## config.mk

```make
export PLATFORM = sky130hd
export DESIGN_NAME = mac_wreset_seq
export DESIGN_NICKNAME = d
export VERILOG_FILES = /design/src/rtl/mwr_pkg.sv /design/src/rtl/mwr_reg_master.sv /design/src/rtl/mwr_gap_timer.sv /design/src/rtl/mwr_poll_counter.sv /design/src/rtl/mac_wreset_seq.sv
export SDC_FILE = /design/constraint.sdc
export NUM_CORES = 1
export LEC_CHECK = 0
export BUFFER_PORTS_ARGS = -buffer_cell sky130_fd_sc_hd__buf_4
export CAP_MARGIN = 20
export CORE_MARGIN = 2
export CORE_UTILIZATION = 55
export CTS_CLUSTER_SIZE = 16
export DETAILED_ROUTE_END_ITERATION = 8
export PLACE_DENSITY = 0.75
export RECOVER_POWER = 25
export REMOVE_ABC_BUFFERS = 1
export SKIP_LAST_GASP = 1
export SLEW_MARGIN = 20
export SYNTH_ARGS = -nofsm -noshare
export SYNTH_HDL_FRONTEND = slang
export SYNTH_SLANG_ARGS = --single-unit
```

## constraint.sdc

```tcl
create_clock -name clk -period 5.5 [get_ports clk]
set_clock_uncertainty 0.05 [all_clocks]
set_input_delay 0 -clock clk [delete_from_list [all_inputs] [get_ports clk]]
set_output_delay 0 -clock clk [all_outputs]
set_load 0.02 [all_outputs]
```

## src/rtl/mwr_pkg.sv

```systemverilog
package mwr_pkg;

  localparam int WORD_W = 32;
  typedef logic [WORD_W-1:0] word_t;

  typedef enum logic {KIND_TEN = 1'b0, KIND_ONE = 1'b1} mac_kind_e;
  typedef enum logic {DIR_RX = 1'b0, DIR_TX = 1'b1} mac_dir_e;

  typedef enum logic [3:0] {
    SQ_IDLE, SQ_CFG_RD, SQ_CFG_WR, SQ_STOP_WAIT, SQ_STAT_GAP,
    SQ_STAT_RD, SQ_RST_WR, SQ_RST_GAP, SQ_RST_RD, SQ_RESTORE
  } seq_state_e;

  function automatic int max_of(input int a, input int b);
    return (a > b) ? a : b;
  endfunction

  // Enable bit of the selected direction inside its config word.
  function automatic word_t enable_mask(input mac_kind_e k, input mac_dir_e d);
    if (k == KIND_TEN && d == DIR_RX) return word_t'(1) << 8;
    return word_t'(1);
  endfunction

  // True while the direction's state-machine field is not idle.
  function automatic logic stop_busy(input mac_kind_e k, input mac_dir_e d, input word_t s);
    if (k == KIND_TEN) return (d == DIR_TX) ? (|s[2:0]) : s[7];
    return (d == DIR_TX) ? (|s[19:16]) : (|s[26:23]);
  endfunction

  // Self-clearing software-reset bits to set.
  function automatic word_t reset_cmd(input mac_kind_e k);
    return (k == KIND_TEN) ? word_t'(3) : word_t'(1);
  endfunction

  function automatic logic reset_pending(input mac_kind_e k, input word_t s);
    return |(s & reset_cmd(k));
  endfunction

endpackage

```

## src/rtl/mwr_reg_master.sv

```systemverilog
module mwr_reg_master
  import mwr_pkg::*;
#(
  parameter int AW = 16
) (
  input  logic          clk,
  input  logic          rst_n,
  input  logic          req,
  input  logic          req_we,
  input  logic [AW-1:0] req_addr,
  input  word_t         req_wdata,
  output logic          xfer_done,
  output word_t         xfer_rdata,
  output logic          bus_valid,
  input  logic          bus_ready,
  output logic [AW-1:0] bus_addr,
  output logic          bus_we,
  output word_t         bus_wdata,
  input  logic          bus_rvalid,
  input  word_t         bus_rdata
);

  typedef enum logic [1:0] {M_IDLE, M_ADDR, M_DATA} mst_state_e;
  mst_state_e mst_q;

  logic [AW-1:0] addr_q;
  logic          we_q;
  word_t         wdata_q;

  always_ff @(posedge clk or negedge rst_n) begin
    if (!rst_n) begin
      mst_q   <= M_IDLE;
      addr_q  <= '0;
      we_q    <= 1'b0;
      wdata_q <= '0;
    end else begin
      unique case (mst_q)
        M_IDLE: if (req) begin
          addr_q  <= req_addr;
          we_q    <= req_we;
          wdata_q <= req_wdata;
          mst_q   <= M_ADDR;
        end
        M_ADDR: if (bus_ready) mst_q <= we_q ? M_IDLE : M_DATA;
        M_DATA: if (bus_rvalid) mst_q <= M_IDLE;
        default: mst_q <= M_IDLE;
      endcase
    end
  end

  assign bus_valid  = (mst_q == M_ADDR);
  assign bus_addr   = addr_q;
  assign bus_we     = we_q;
  assign bus_wdata  = wdata_q;
  assign xfer_done  = ((mst_q == M_ADDR) && bus_ready && we_q) ||
                      ((mst_q == M_DATA) && bus_rvalid);
  assign xfer_rdata = bus_rdata;

endmodule

```

## src/rtl/mwr_gap_timer.sv

```systemverilog
module mwr_gap_timer #(
  parameter int TW = 16
) (
  input  logic          clk,
  input  logic          rst_n,
  input  logic          load,
  input  logic [TW-1:0] load_val,
  output logic          expired
);

  logic [TW-1:0] cnt_q;
  logic          run_q;

  always_ff @(posedge clk or negedge rst_n) begin
    if (!rst_n) begin
      cnt_q <= '0;
      run_q <= 1'b0;
    end else if (load) begin
      cnt_q <= load_val;
      run_q <= 1'b1;
    end else if (run_q) begin
      if (cnt_q == '0) run_q <= 1'b0;
      else             cnt_q <= cnt_q - 1'b1;
    end
  end

  assign expired = run_q && (cnt_q == '0);

endmodule

```

## src/rtl/mwr_poll_counter.sv

```systemverilog
module mwr_poll_counter #(
  parameter int LIMW = 8
) (
  input  logic            clk,
  input  logic            rst_n,
  input  logic            clear,
  input  logic            bump,
  input  logic [LIMW-1:0] limit,
  output logic            over
);

  logic [LIMW-1:0] cnt_q;

  always_ff @(posedge clk or negedge rst_n) begin
    if (!rst_n)                  cnt_q <= '0;
    else if (clear)              cnt_q <= '0;
    else if (bump && !(&cnt_q))  cnt_q <= cnt_q + 1'b1;
  end

  // The next non-idle read would push the count past the limit.
  assign over = (cnt_q >= limit);

endmodule

```

## src/rtl/mac_wreset_seq.sv

```systemverilog
module mac_wreset_seq
  import mwr_pkg::*;
#(
  parameter int AW            = 16,
  parameter int LIMW          = 8,
  parameter int TEN_STOP_WAIT = 3000,
  parameter int ONE_STOP_WAIT = 30000,
  parameter int POLL_GAP      = 100,
  parameter int ONE_STOP_GAP  = 1000,
  parameter logic [AW-1:0] TEN_CFG_OFS   = 16'h0010,
  parameter logic [AW-1:0] TEN_STAT_OFS  = 16'h0014,
  parameter logic [AW-1:0] TEN_TXRST_OFS = 16'h0000,
  parameter logic [AW-1:0] TEN_RXRST_OFS = 16'h0004,
  parameter logic [AW-1:0] ONE_TXCFG_OFS = 16'h0110,
  parameter logic [AW-1:0] ONE_RXCFG_OFS = 16'h0118,
  parameter logic [AW-1:0] ONE_STAT_OFS  = 16'h0120,
  parameter logic [AW-1:0] ONE_TXRST_OFS = 16'h0100,
  parameter logic [AW-1:0] ONE_RXRST_OFS = 16'h0104
) (
  input  logic            clk,
  input  logic            rst_n,
  input  logic            start,
  input  logic            start_kind,
  input  logic            start_dir,
  input  logic [LIMW-1:0] poll_limit,
  output logic            busy,
  output logic            done,
  output logic            timeout,
  output logic            bus_valid,
  input  logic            bus_ready,
  output logic [AW-1:0]   bus_addr,
  output logic            bus_we,
  output logic [31:0]     bus_wdata,
  input  logic            bus_rvalid,
  input  logic [31:0]     bus_rdata
);

  localparam int LONGEST = max_of(max_of(TEN_STOP_WAIT, ONE_STOP_WAIT),
                                  max_of(POLL_GAP, ONE_STOP_GAP));
  localparam int TW = $clog2(LONGEST + 1);

  seq_state_e state_q, state_d;
  mac_kind_e  kind_q;
  mac_dir_e   dir_q;
  word_t      saved_q;
  logic       done_q, timeout_q;

  // Per-run register map, chosen from the latched kind and direction.
  logic [AW-1:0] cfg_addr, stat_addr, rst_addr;
  logic [TW-1:0] stop_wait, stop_gap, rst_gap;

  always_comb begin
    if (kind_q == KIND_TEN) begin
      cfg_addr  = TEN_CFG_OFS;
      stat_addr = TEN_STAT_OFS;
      rst_addr  = (dir_q == DIR_TX) ? TEN_TXRST_OFS : TEN_RXRST_OFS;
      stop_wait = TW'(TEN_STOP_WAIT);
      stop_gap  = TW'(POLL_GAP);
    end else begin
      cfg_addr  = (dir_q == DIR_TX) ? ONE_TXCFG_OFS : ONE_RXCFG_OFS;
      stat_addr = ONE_STAT_OFS;
      rst_addr  = (dir_q == DIR_TX) ? ONE_TXRST_OFS : ONE_RXRST_OFS;
      stop_wait = TW'(ONE_STOP_WAIT);
      stop_gap  = TW'(ONE_STOP_GAP);
    end
    rst_gap = TW'(POLL_GAP);
  end

  // Register master request for the current state.
  logic          req, req_we, xfer_done;
  logic [AW-1:0] req_addr;
  word_t         req_wdata, xfer_rdata;

  always_comb begin
    req       = 1'b0;
    req_we    = 1'b0;
    req_addr  = cfg_addr;
    req_wdata = '0;
    unique case (state_q)
      SQ_CFG_RD:  req = 1'b1;
      SQ_CFG_WR:  begin req = 1'b1; req_we = 1'b1; req_wdata = saved_q & ~enable_mask(kind_q, dir_q); end
      SQ_STAT_RD: begin req = 1'b1; req_addr = stat_addr; end
      SQ_RST_WR:  begin req = 1'b1; req_we = 1'b1; req_addr = rst_addr; req_wdata = reset_cmd(kind_q); end
      SQ_RST_RD:  begin req = 1'b1; req_addr = rst_addr; end
      SQ_RESTORE: begin req = 1'b1; req_we = 1'b1; req_wdata = saved_q; end
      default: ;
    endcase
  end

  mwr_reg_master #(.AW(AW)) u_master (
    .clk        (clk),
    .rst_n      (rst_n),
    .req        (req),
    .req_we     (req_we),
    .req_addr   (req_addr),
    .req_wdata  (req_wdata),
    .xfer_done  (xfer_done),
    .xfer_rdata (xfer_rdata),
    .bus_valid  (bus_valid),
    .bus_ready  (bus_ready),
    .bus_addr   (bus_addr),
    .bus_we     (bus_we),
    .bus_wdata  (bus_wdata),
    .bus_rvalid (bus_rvalid),
    .bus_rdata  (bus_rdata)
  );

  logic          tmr_load, tmr_expired;
  logic [TW-1:0] tmr_val;

  mwr_gap_timer #(.TW(TW)) u_timer (
    .clk      (clk),
    .rst_n    (rst_n),
    .load     (tmr_load),
    .load_val (tmr_val),
    .expired  (tmr_expired)
  );

  logic cnt_clear, cnt_bump, cnt_over;

  mwr_poll_counter #(.LIMW(LIMW)) u_polls (
    .clk   (clk),
    .rst_n (rst_n),
    .clear (cnt_clear),
    .bump  (cnt_bump),
    .limit (poll_limit),
    .over  (cnt_over)
  );

  // Sequencing.
  logic finish_ok, finish_to;

  always_comb begin
    state_d   = state_q;
    tmr_load  = 1'b0;
    tmr_val   = stop_gap;
    cnt_clear = 1'b0;
    cnt_bump  = 1'b0;
    finish_ok = 1'b0;
    finish_to = 1'b0;
    unique case (state_q)
      SQ_IDLE: if (start) begin
        cnt_clear = 1'b1;
        state_d   = SQ_CFG_RD;
      end
      SQ_CFG_RD: if (xfer_done) state_d = SQ_CFG_WR;
      SQ_CFG_WR: if (xfer_done) begin
        tmr_load = 1'b1;
        tmr_val  = stop_wait;
        state_d  = SQ_STOP_WAIT;
      end
      SQ_STOP_WAIT: if (tmr_expired) begin
        tmr_load = 1'b1;
        state_d  = SQ_STAT_GAP;
      end
      SQ_STAT_GAP: if (tmr_expired) state_d = SQ_STAT_RD;
      SQ_STAT_RD: if (xfer_done) begin
        if (!stop_busy(kind_q, dir_q, xfer_rdata)) begin
          cnt_clear = 1'b1;
          state_d   = SQ_RST_WR;
        end else if (cnt_over) begin
          finish_to = 1'b1;
          state_d   = SQ_IDLE;
        end else begin
          cnt_bump = 1'b1;
          tmr_load = 1'b1;
          state_d  = SQ_STAT_GAP;
        end
      end
      SQ_RST_WR: if (xfer_done) begin
        tmr_load = 1'b1;
        tmr_val  = rst_gap;
        state_d  = SQ_RST_GAP;
      end
      SQ_RST_GAP: if (tmr_expired) state_d = SQ_RST_RD;
      SQ_RST_RD: if (xfer_done) begin
        if (!reset_pending(kind_q, xfer_rdata)) begin
          state_d = SQ_RESTORE;
        end else if (cnt_over) begin
          finish_to = 1'b1;
          state_d   = SQ_IDLE;
        end else begin
          cnt_bump = 1'b1;
          tmr_load = 1'b1;
          tmr_val  = rst_gap;
          state_d  = SQ_RST_GAP;
        end
      end
      SQ_RESTORE: if (xfer_done) begin
        finish_ok = 1'b1;
        state_d   = SQ_IDLE;
      end
      default: state_d = SQ_IDLE;
    endcase
  end

  always_ff @(posedge clk or negedge rst_n) begin
    if (!rst_n) begin
      state_q   <= SQ_IDLE;
      kind_q    <= KIND_TEN;
      dir_q     <= DIR_RX;
      saved_q   <= '0;
      done_q    <= 1'b0;
      timeout_q <= 1'b0;
    end else begin
      state_q <= state_d;
      done_q  <= finish_ok || finish_to;
      if (state_q == SQ_IDLE && start) begin
        kind_q    <= mac_kind_e'(start_kind);
        dir_q     <= mac_dir_e'(start_dir);
        timeout_q <= 1'b0;
      end else if (finish_to) begin
        timeout_q <= 1'b1;
      end
      if (state_q == SQ_CFG_RD && xfer_done) saved_q <= xfer_rdata;
    end
  end

  assign busy    = (state_q != SQ_IDLE);
  assign done    = done_q;
  assign timeout = timeout_q;

endmodule

```

# Word-level counts from Yosys, hierarchy flattened
# Index checks and enable logic that the tools add are counted.
totals:
  inputBits: 47
  reg_bits: 115
  out_inout_bits: 53
classes:
  n_mux: 83
  n_addsub: 2
  n_reduce_logical: 31
  magnitude_cmp: 1
  bitwise: 5
  n_eq_ne: 25
op_table:
  columns: ["cell", "count"]
  rows:
  - ["32-bit two-way mux", 3]
  - ["32-bit case mux with 3 select lines", 1]
  - ["15-bit two-way mux", 5]
  - ["10-bit two-way mux", 5]
  - ["4-bit two-way mux", 12]
  - ["15-bit case mux with 3 select lines", 1]
  - ["4-bit case mux with 10 select lines", 1]
  - ["1-bit two-way mux", 34]
  - ["32-bit by 2-bit bitwise AND with 32-bit output", 1]
  - ["32-bit bitwise AND", 1]
  - ["16-bit two-way mux", 2]
  - ["32-bit inverter", 1]
  - ["16-bit case mux with 2 select lines", 1]
  - ["32-bit OR reduction", 1]
  - ["2-bit inequality test, second input constant", 13]
  - ["4-bit by 3-bit == test with 1-bit output, second input constant", 4]
  - ["8-bit two-way mux", 2]
  - ["15-bit logical NOT", 1]
  - ["3-bit two-way mux", 5]
  - ["15-bit by 1-bit subtractor with 15-bit output, second input constant", 1]
  - ["2-bit two-way mux", 5]
  - ["10-bit AND reduction", 1]
  - ["9-bit two-way mux", 1]
  - ["8-bit by 1-bit adder with 8-bit output, second input constant", 1]
  - ["25 further kinds", 44]

# Depth between registers and ports, before layout
# Gate-level depths: netlist (run 1).
depth:
  depth_word: 15
  mapped_depth: 10
  depth_no_buf: 9

# Modules after synthesis
# Synthesis (run 1) repeated with hierarchy kept, for this count alone.
unflattened:
  cells_unflattened: 561
  hier_area_um2: 6211.0
by_module_without_submodules:
  columns: ["module", "cells_each", "instances", "seq_area_each_um2", "area_per_inst_um2"]
  rows:
  - ["mac_wreset_seq", 230, 1, 1001.0, 2404.8]
  - ["mwr_reg_master", 148, 1, 1276.2, 2189.6]
  - ["mwr_gap_timer", 117, 1, 400.4, 1007.2]
  - ["mwr_poll_counter", 66, 1, 200.2, 609.3]

# Worst setup path after synthesis (run 1)
# No wires, ideal clock.
synth_path:
  kind: "flip-flop to flip-flop"
  startpoint: "reg u_polls.cnt_q[2]"
  endpoint: "reg u_polls.cnt_q[6]"
  n_path_buf: 1
  stages_incl_launch_ff: 9
  slack_ps: 3144
  arrival_ps: 2229
  required_time_ps: 5372
  path_cell_list: "dfrtp_1 > ha_1 > and3_1 > o21ai_0 > a31oi_1 > a2111o_1 > buf_4 > or3_1 > a21oi_1"
synth_between:
  elab_chain_len: 7
  word_cells_on_any_way: 14
  cone_classes: "add/sub (1); order compare (1); mux (8); reduce/logical (4)"
synth_lines:
  columns: ["item", "line", "text"]
  rows:
  - ["from (decl)", "mwr_poll_counter.sv:12", "logic [LIMW-1:0] cnt_q;"]
  - ["from (signal assigned)", "mwr_poll_counter.sv:17", "else if (bump && !(&cnt_q)) cnt_q <= cnt_q + 1'b1;"]
  - ["8-bit greater-or-equal comparator", "mwr_poll_counter.sv:21", "assign over = (cnt_q >= limit);"]
  - ["1-bit two-way mux", "mac_wreset_seq.sv:161, mac_wreset_seq.sv:179", null]
  - ["1-bit two-way mux, on equally long branches", "mac_wreset_seq.sv:177, mac_wreset_seq.sv:158", null]
  - ["1-bit two-way mux, on equally long branches", "mac_wreset_seq.sv:176, mac_wreset_seq.sv:157", null]
  - ["1-bit case mux with 2 select lines", "mac_wreset_seq.sv:141", "unique case (state_q)"]
  - ["1-bit logical AND", "mwr_poll_counter.sv:17", null]
  - ["2-bit nonzero test (no source line)", null, null]
# Parallel ways exist; a longest one is shown, timed or not. The select of a mux whose other input is x is not followed.
# A chain may end at the register's enable or synchronous reset.

# Worst setup path in the final report (run 1)
layout_path:
  startpoint: "reg kind_q"
  endpoint: "reg u_polls.cnt_q[7]"
layout_between:
  elab_chain_len: 11
  word_cells_on_any_way: 20
  cone_classes: "mux (16); bitwise (1); reduce/logical (3)"
layout_lines:
  columns: ["item", "line", "text"]
  rows:
  - ["from (decl)", "mac_wreset_seq.sv:43", "mac_kind_e kind_q;"]
  - ["from (signal assigned)", "mac_wreset_seq.sv:209", "kind_q <= mac_kind_e'(start_kind);"]
  - ["1-bit two-way mux", "mwr_pkg.sv:26", "if (k == KIND_TEN) return (d == DIR_TX) ? (|s[2:0]) : s[7];"]
  - ["1-bit two-way mux", "mac_wreset_seq.sv:157", "SQ_STAT_RD: if (xfer_done) begin"]
  - ["1-bit two-way mux", "mac_wreset_seq.sv:141", null]
  - ["1-bit two-way mux", "mwr_pkg.sv:27", "return (d == DIR_TX) ? (|s[19:16]) : (|s[26:23]);"]
  - ["1-bit two-way mux", "mac_wreset_seq.sv:157", null]
  - ["1-bit two-way mux", "mac_wreset_seq.sv:141", null]
  - ["1-bit two-way mux", "mac_wreset_seq.sv:158", "if (!stop_busy(kind_q, dir_q, xfer_rdata)) begin"]
  - ["1-bit two-way mux", "mac_wreset_seq.sv:157", null]
  - ["1-bit case mux with 2 select lines", "mac_wreset_seq.sv:141", null]
  - ["1-bit logical AND", "mwr_poll_counter.sv:17", null]
  - ["2-bit nonzero test (no source line)", null, null]
# Parallel ways exist; a longest one is shown, timed or not. The select of a mux whose other input is x is not followed.

==> reports/qor.csv, run 1 <==
metric,value,unit
use_met2,41.3,%
drtAntennaViolNets,0,
synthesis.instances,550,
grt_pass1_wl,20200,um
wl,13000,um
hold_viol,0,
final_layout_size_suffix_gt1_share,19.9,%
outcome,finished with violations,
yosysMostFrequentCell,dfrtp_1,
first_global_vias,4211,
setup_ws,2.75,ns
io_buffers,88,
fin_cells,800,
final.setup.tns,0,ns
pwr_density_cell,434,mW/mm2
rsz0062_at_grt,false,
ys_top_cells_by_count,"dfrtp_1, nand2_1, o21ai_0",
cp-end-kind,register,
dieArea,0.0106,mm2
violations,"max-capacitance violations, max-slew violations",
die_w,103,um
fin_util,68.2,%
htreeDepth,3,
reg2reg_from,kind_q,
synthArstFlopShare,100,%
met3_usage,4.27,%
avgSynthCellArea,9.80,um2
grt_busiest_layer,met2,
start_util,55.9,%
track_usage,24.4,%
slew_headroom,-37.2,%
pre_cts_slack,2.79,ns
clock_latency,0.39,ns
synth_edf_count,0,
coreArea,0.00964,mm2
syn2layout_area_growth,21.9,%
p_leak,0.00295,uW
holdPathStages,3,
hold_class,primary input to register,
fp.dieH,103,um
vias,4486,
ys_top_cells_by_area,"dfrtp_1, mux2_2, nand2_1",
peakVddDrop,0.000214,V
cts.sinks,104,
fmax,364,MHz
detail_route.vias_per_cell,5.61,
globalplace.congestion,0.885,
min_period_over_period,50.0,%
synth_area,0.00539,mm2
drtPass1Iterations,5,
first_iter_violations,281,
reg2reg_depth,6,
numCtsBuffers,9,
antenna_cells,0,
cts_buffer_depth,2,
r2r-end,u_polls.cnt_q[7],
clkSlewWorstSetupHoldPaths,0.11,ns
critPathKind,register to register,
met1_usage,32.9,%
tightest_slew,2.06,ns
period_needed,2.75,ns
yosysUniqueCellTypes,66,
arrival,3.00,ns
cp-start-kind,register,
slew_viol_final,41,
cts_resized,0,
final-setup-viol-count,0,
cts_root_buffer,clkbuf_8,
yosysTopAreaCell,dfrtp_1,
netlist.area_leader.share,48.3,%
antenna_found_initial,0,
crit_path_max_fanout,16,
cp.required,5.75,ns
yosysWarnings,0,
ys.flop_type,dfrtp_1,
cts_tree,built,
whs_endpoint,u_master.mst_q[0],
io_pins,100,
row_count,36,
gr-total-overflow,0,
dpl.cell_count,746,
grt_max_degree,77,
seq_area_frac_synth,48.3,%
postCtsSetupBuffers,0,
hold_start,bus_ready,
nets,725,
r2r_slack,2.75,ns
drc,0,
wl_per_cell,16.3,um
finalPower,2860,uW
drv_cap,1,
synth-seq-cells,104,
hpwl,8640,um
[cell type report]
class | count | area [um2]
Clock buffer | 9 | 124
Tap cell | 133 | 166
Sequential cell | 104 | 2600
Multi-Input combinational cell | 399 | 2550
Fill cell | 775 | 3060
Clock inverter | 7 | 81.3
Inverter | 19 | 71.3
Timing Repair Buffer | 129 | 977
[report_power, final]
| group | switching [uW] | internal [uW] | leakage, uW |
|---|---|---|---|
| sequential | 247 | 985 | 0.00138 |
| combinational | 681 | 454 | 0.00147 |
| clock | 307 | 183 | 0.000104 |
| total | 1230 | 1620 | 0.00295 |
[layout by cell type, fill, tap and decap left out, types with 3 or more instances in the layout]
cell type and n:
dfrtp_1 104, nand2_1 92, buf_4 68, o21ai_0 59, dlygate4sd3_1 38, mux2_2 32, nor2_1 26, clkbuf_1 23
a21oi_1 20, inv_1 19, ha_1 16, nand3_1 11, conb_1 11, mux2i_1 10, a31oi_1 9, xnor2_1 9
clkbuf_8 9, nor3_1 8, nor4_1 7, o31ai_1 7, and3_1 6, nand2b_1 5, or3_1 5, or4_1 4
nor2b_1 3, nand4_1 3, a21boi_0 3, xor2_1 3, mux2_1 3
[through the flow]
| step | area (um2) | hold WS (ns) |
|---|---|---|
| 5_1_grt | 6580 | 0.318 |
| 6_report | 6580 | 0.321 |
| 2_1_floorplan | 5220 | -0.346 |
| 3_5_place_dp | 6070 | -0.0547 |
| 4_1_cts | 6660 | 0.0759 |
| 3_3_place_gp | 6070 | -0.0579 |
[registers in the layout, summed over array words and instances (netlist names)]
name	flops
kind_q	1
u_timer.run_q	1
u_polls.cnt_q	8
timeout	1
done	1
saved_q	32
state_q	4
u_master.bus_we	1
dir_q	1
u_master.bus_addr	5
u_master.mst_q	2
u_timer.cnt_q	15
u_master.bus_wdata	32
[worst max-delay path, cell delays in order, from the launching register on]
cell and delay (ns):
dfrtp_1 0.73, nand2_1 0.11, o22ai_1 0.29, o21ai_1 0.16, a2111o_1 0.63, or4_1 0.56
a21oi_1 0.15
[cells by family after synthesis]
family / after synthesis / share of synthesized area (%)
AND/OR/NAND/NOR: 189 / 17.3
XOR/XNOR: 12 / 1.95
AO/OA/AOI/OAI: 126 / 14.3
other: 1 / 0.0695
adder cells (fa/ha/maj): 16 / 3.71
flip-flops: 104 / 48.3
multiplexers: 45 / 9.16
buffers and inverters: 57 / 5.24
[worst max path at each step]
stage	startpoint	end	slack, ns	cells after the start
after floorplan	state_q[1]	u_master.bus_wdata[1]	2.88	4
after global placement	kind_q	u_polls.cnt_q[7]	2.86	6
after detailed placement	u_polls.cnt_q[5]	u_timer.cnt_q[1]	2.79	6
after CTS	u_polls.cnt_q[5]	u_timer.cnt_q[1]	2.76	6
after global routing	rst_n	u_timer.cnt_q[2]	2.39	3
final	kind_q	u_polls.cnt_q[7]	2.75	6
[repair_timing]
item | 4_1_cts | 5_1_grt
hold endpoints to repair | 76 | 0
hold buffers | 38 | 0
endpoints found under the setup margin | 0 | 0
[routing by layer]
metal	wire (um)	vias up
met1	5700	2192
met2	6610	144
li1	-	2142
met5	0	-
met3	588	8
met4	100	0
Note: power is estimated with default switching activity, not from simulation.
==> run 2, diff against run 1 <==
CORE_UTILIZATION = 50   (was 55)
PLACE_DENSITY = 0.72   (was 0.75)
clock period = 2.26 ns   (was 5.5 ns; I/O delays follow)
==> reports/qor.csv, run 2 (synthesis gave the netlist of run 1 again) <==
metric,value,unit
crit_path_max_fanout,4,
final_layout_size_suffix_gt1_share,31.1,%
die_w,108,um
gr-total-overflow,0,
globalplace.congestion,0.947,
setup_ws,-0.105,ns
start_util,51.8,%
drv_cap,0,
grt_max_degree,77,
drc,0,
mostFrequentLayoutCells,"buf_4, dfrtp_1, nand2_1",
io_pins,100,
reg2reg_from,u_polls.cnt_q[1],
violations,negative setup slack,
reg2reg_depth,7,
wl_per_cell,15.8,um
hpwl,9300,um
antenna_found_initial,0,
hold_class,primary input to register,
finalPower,7660,uW
cpPeakStageDelay,0.53,ns
numCtsBuffers,9,
crit_path_top_delay_cell,or4_1,
cts_tree,built,
grt_pass1_wl,22300,um
clkSlewWorstSetupHoldPaths,0.10,ns
tightest_slew,1.19,ns
min_period_over_period,105,%
detail_route.vias_per_cell,5.43,
htreeDepth,3,
syn2layout_area_growth,34.9,%
hold_viol,0,
rsz0062_at_grt,true,
row_count,37,
p_leak,0.00332,uW
fp.dieH,108,um
fin_util,69.8,%
final-setup-viol-count,17,
clock_latency,0.36,ns
r2r_slack,-0.11,ns
pre_cts_slack,-0.160,ns
cp-start-kind,register,
nets,786,
arrival,2.61,ns
cp-end-kind,register,
crit_path_end,u_polls.cnt_q[7],
r2r-end,u_polls.cnt_q[7],
cts_buffer_depth,2,
peakVddDrop,0.000744,V
cts.sinks,104,
dpl.cell_count,803,
cp.required,2.50,ns
wl,13600,um
fmax,423,MHz
cts_root_buffer,clkbuf_8,
outcome,finished with violations,
slew_viol_final,0,
fin_cells,863,
drtPass1Iterations,5,
critPathKind,register to register,
slew_headroom,20.6,%
vias,4683,
io_buffers,88,
crit_path_start,u_polls.cnt_q[1],
pwr_density_cell,1050,mW/mm2
first_iter_violations,278,
coreArea,0.0104,mm2
first_global_vias,4676,
drtAntennaViolNets,0,
mostFrequentLayoutCell,buf_4,
cp_cell_sequence,ha_4 -> nor2b_1 -> o211ai_1 -> a31oi_2 -> a2111o_1 -> or4_1 -> a21oi_1,
period_needed,2.37,ns
antenna_cells,0,
track_usage,24.0,%
dieArea,0.0116,mm2
[run 2: how the worst min path moves through the flow]
stage | start | end | slack (ns) | cells past startpoint
detailed placement | rst_n | u_polls.cnt_q[3] | 0.007 | 1
CTS | rst_n | u_polls.cnt_q[3] | 0.15 | 2
global placement | rst_n | u_polls.cnt_q[3] | -0.0004 | 1
global route | bus_rdata[6] | saved_q[6] | 0.35 | 3
finish | bus_rdata[6] | saved_q[6] | 0.35 | 3
floorplan | rst_n | dir_q | -0.35 | 0
[run 2: stage by stage]
step	area [um2]	TNS, ns	hold slack (ns)
detailed placement	6530	-1.31	0.00703
global placement	6530	-0.393	-0.000434
CTS	7150	-0.363	0.150
global route	7270	-2.91	0.353
floorplan	5220	-13.40	-0.346
finish	7270	-0.981	0.354
[run 2: area by class of cell]
| cell class | instances | area (um2) |
|---|---|---|
| clock inverter | 6 | 77.6 |
| tap | 136 | 170 |
| sequential | 104 | 2610 |
| multi-input combinational | 399 | 2670 |
| fill | 785 | 3140 |
| timing repair buffer | 190 | 1560 |
| clock buffer | 9 | 124 |
| inverter | 19 | 71.3 |
[run 2: layer usage]
metal	global-route usage [%]	part of all wire [%]	vias to the layer above
met5	0	0	-
met4	6.14	1.1	0
met3	2.97	4.6	15
met2	42.1	51	122
met1	31.6	43	2279
li1	-	-	2267
[run 2: critical path, delay by kind of cell (launching register included)]
family / cells / cell delay [ns]
adder cells (fa/ha/maj): 1 / 0.23
AND/OR/NAND/NOR: 2 / 0.65
flip-flops: 1 / 0.42
AO/OA/AOI/OAI: 4 / 0.95
[run 2: repair_timing]
action                     in CTS  in global routing
pin swaps                      11                 10
hold endpoints to repair       80                  0
gates resized for setup         5                 25
hold buffers                   38                  0
setup endpoints to repair      17                 32
setup buffers                   2                  3
cloned                          1                  1
[run 2: where the power goes]
group / internal, uW / switching (uW) / total [uW]
combinational: 1640 / 1950 / 3590
sequential: 2400 / 457 / 2860
clock: 527 / 684 / 1210
total: 4570 / 3090 / 7660
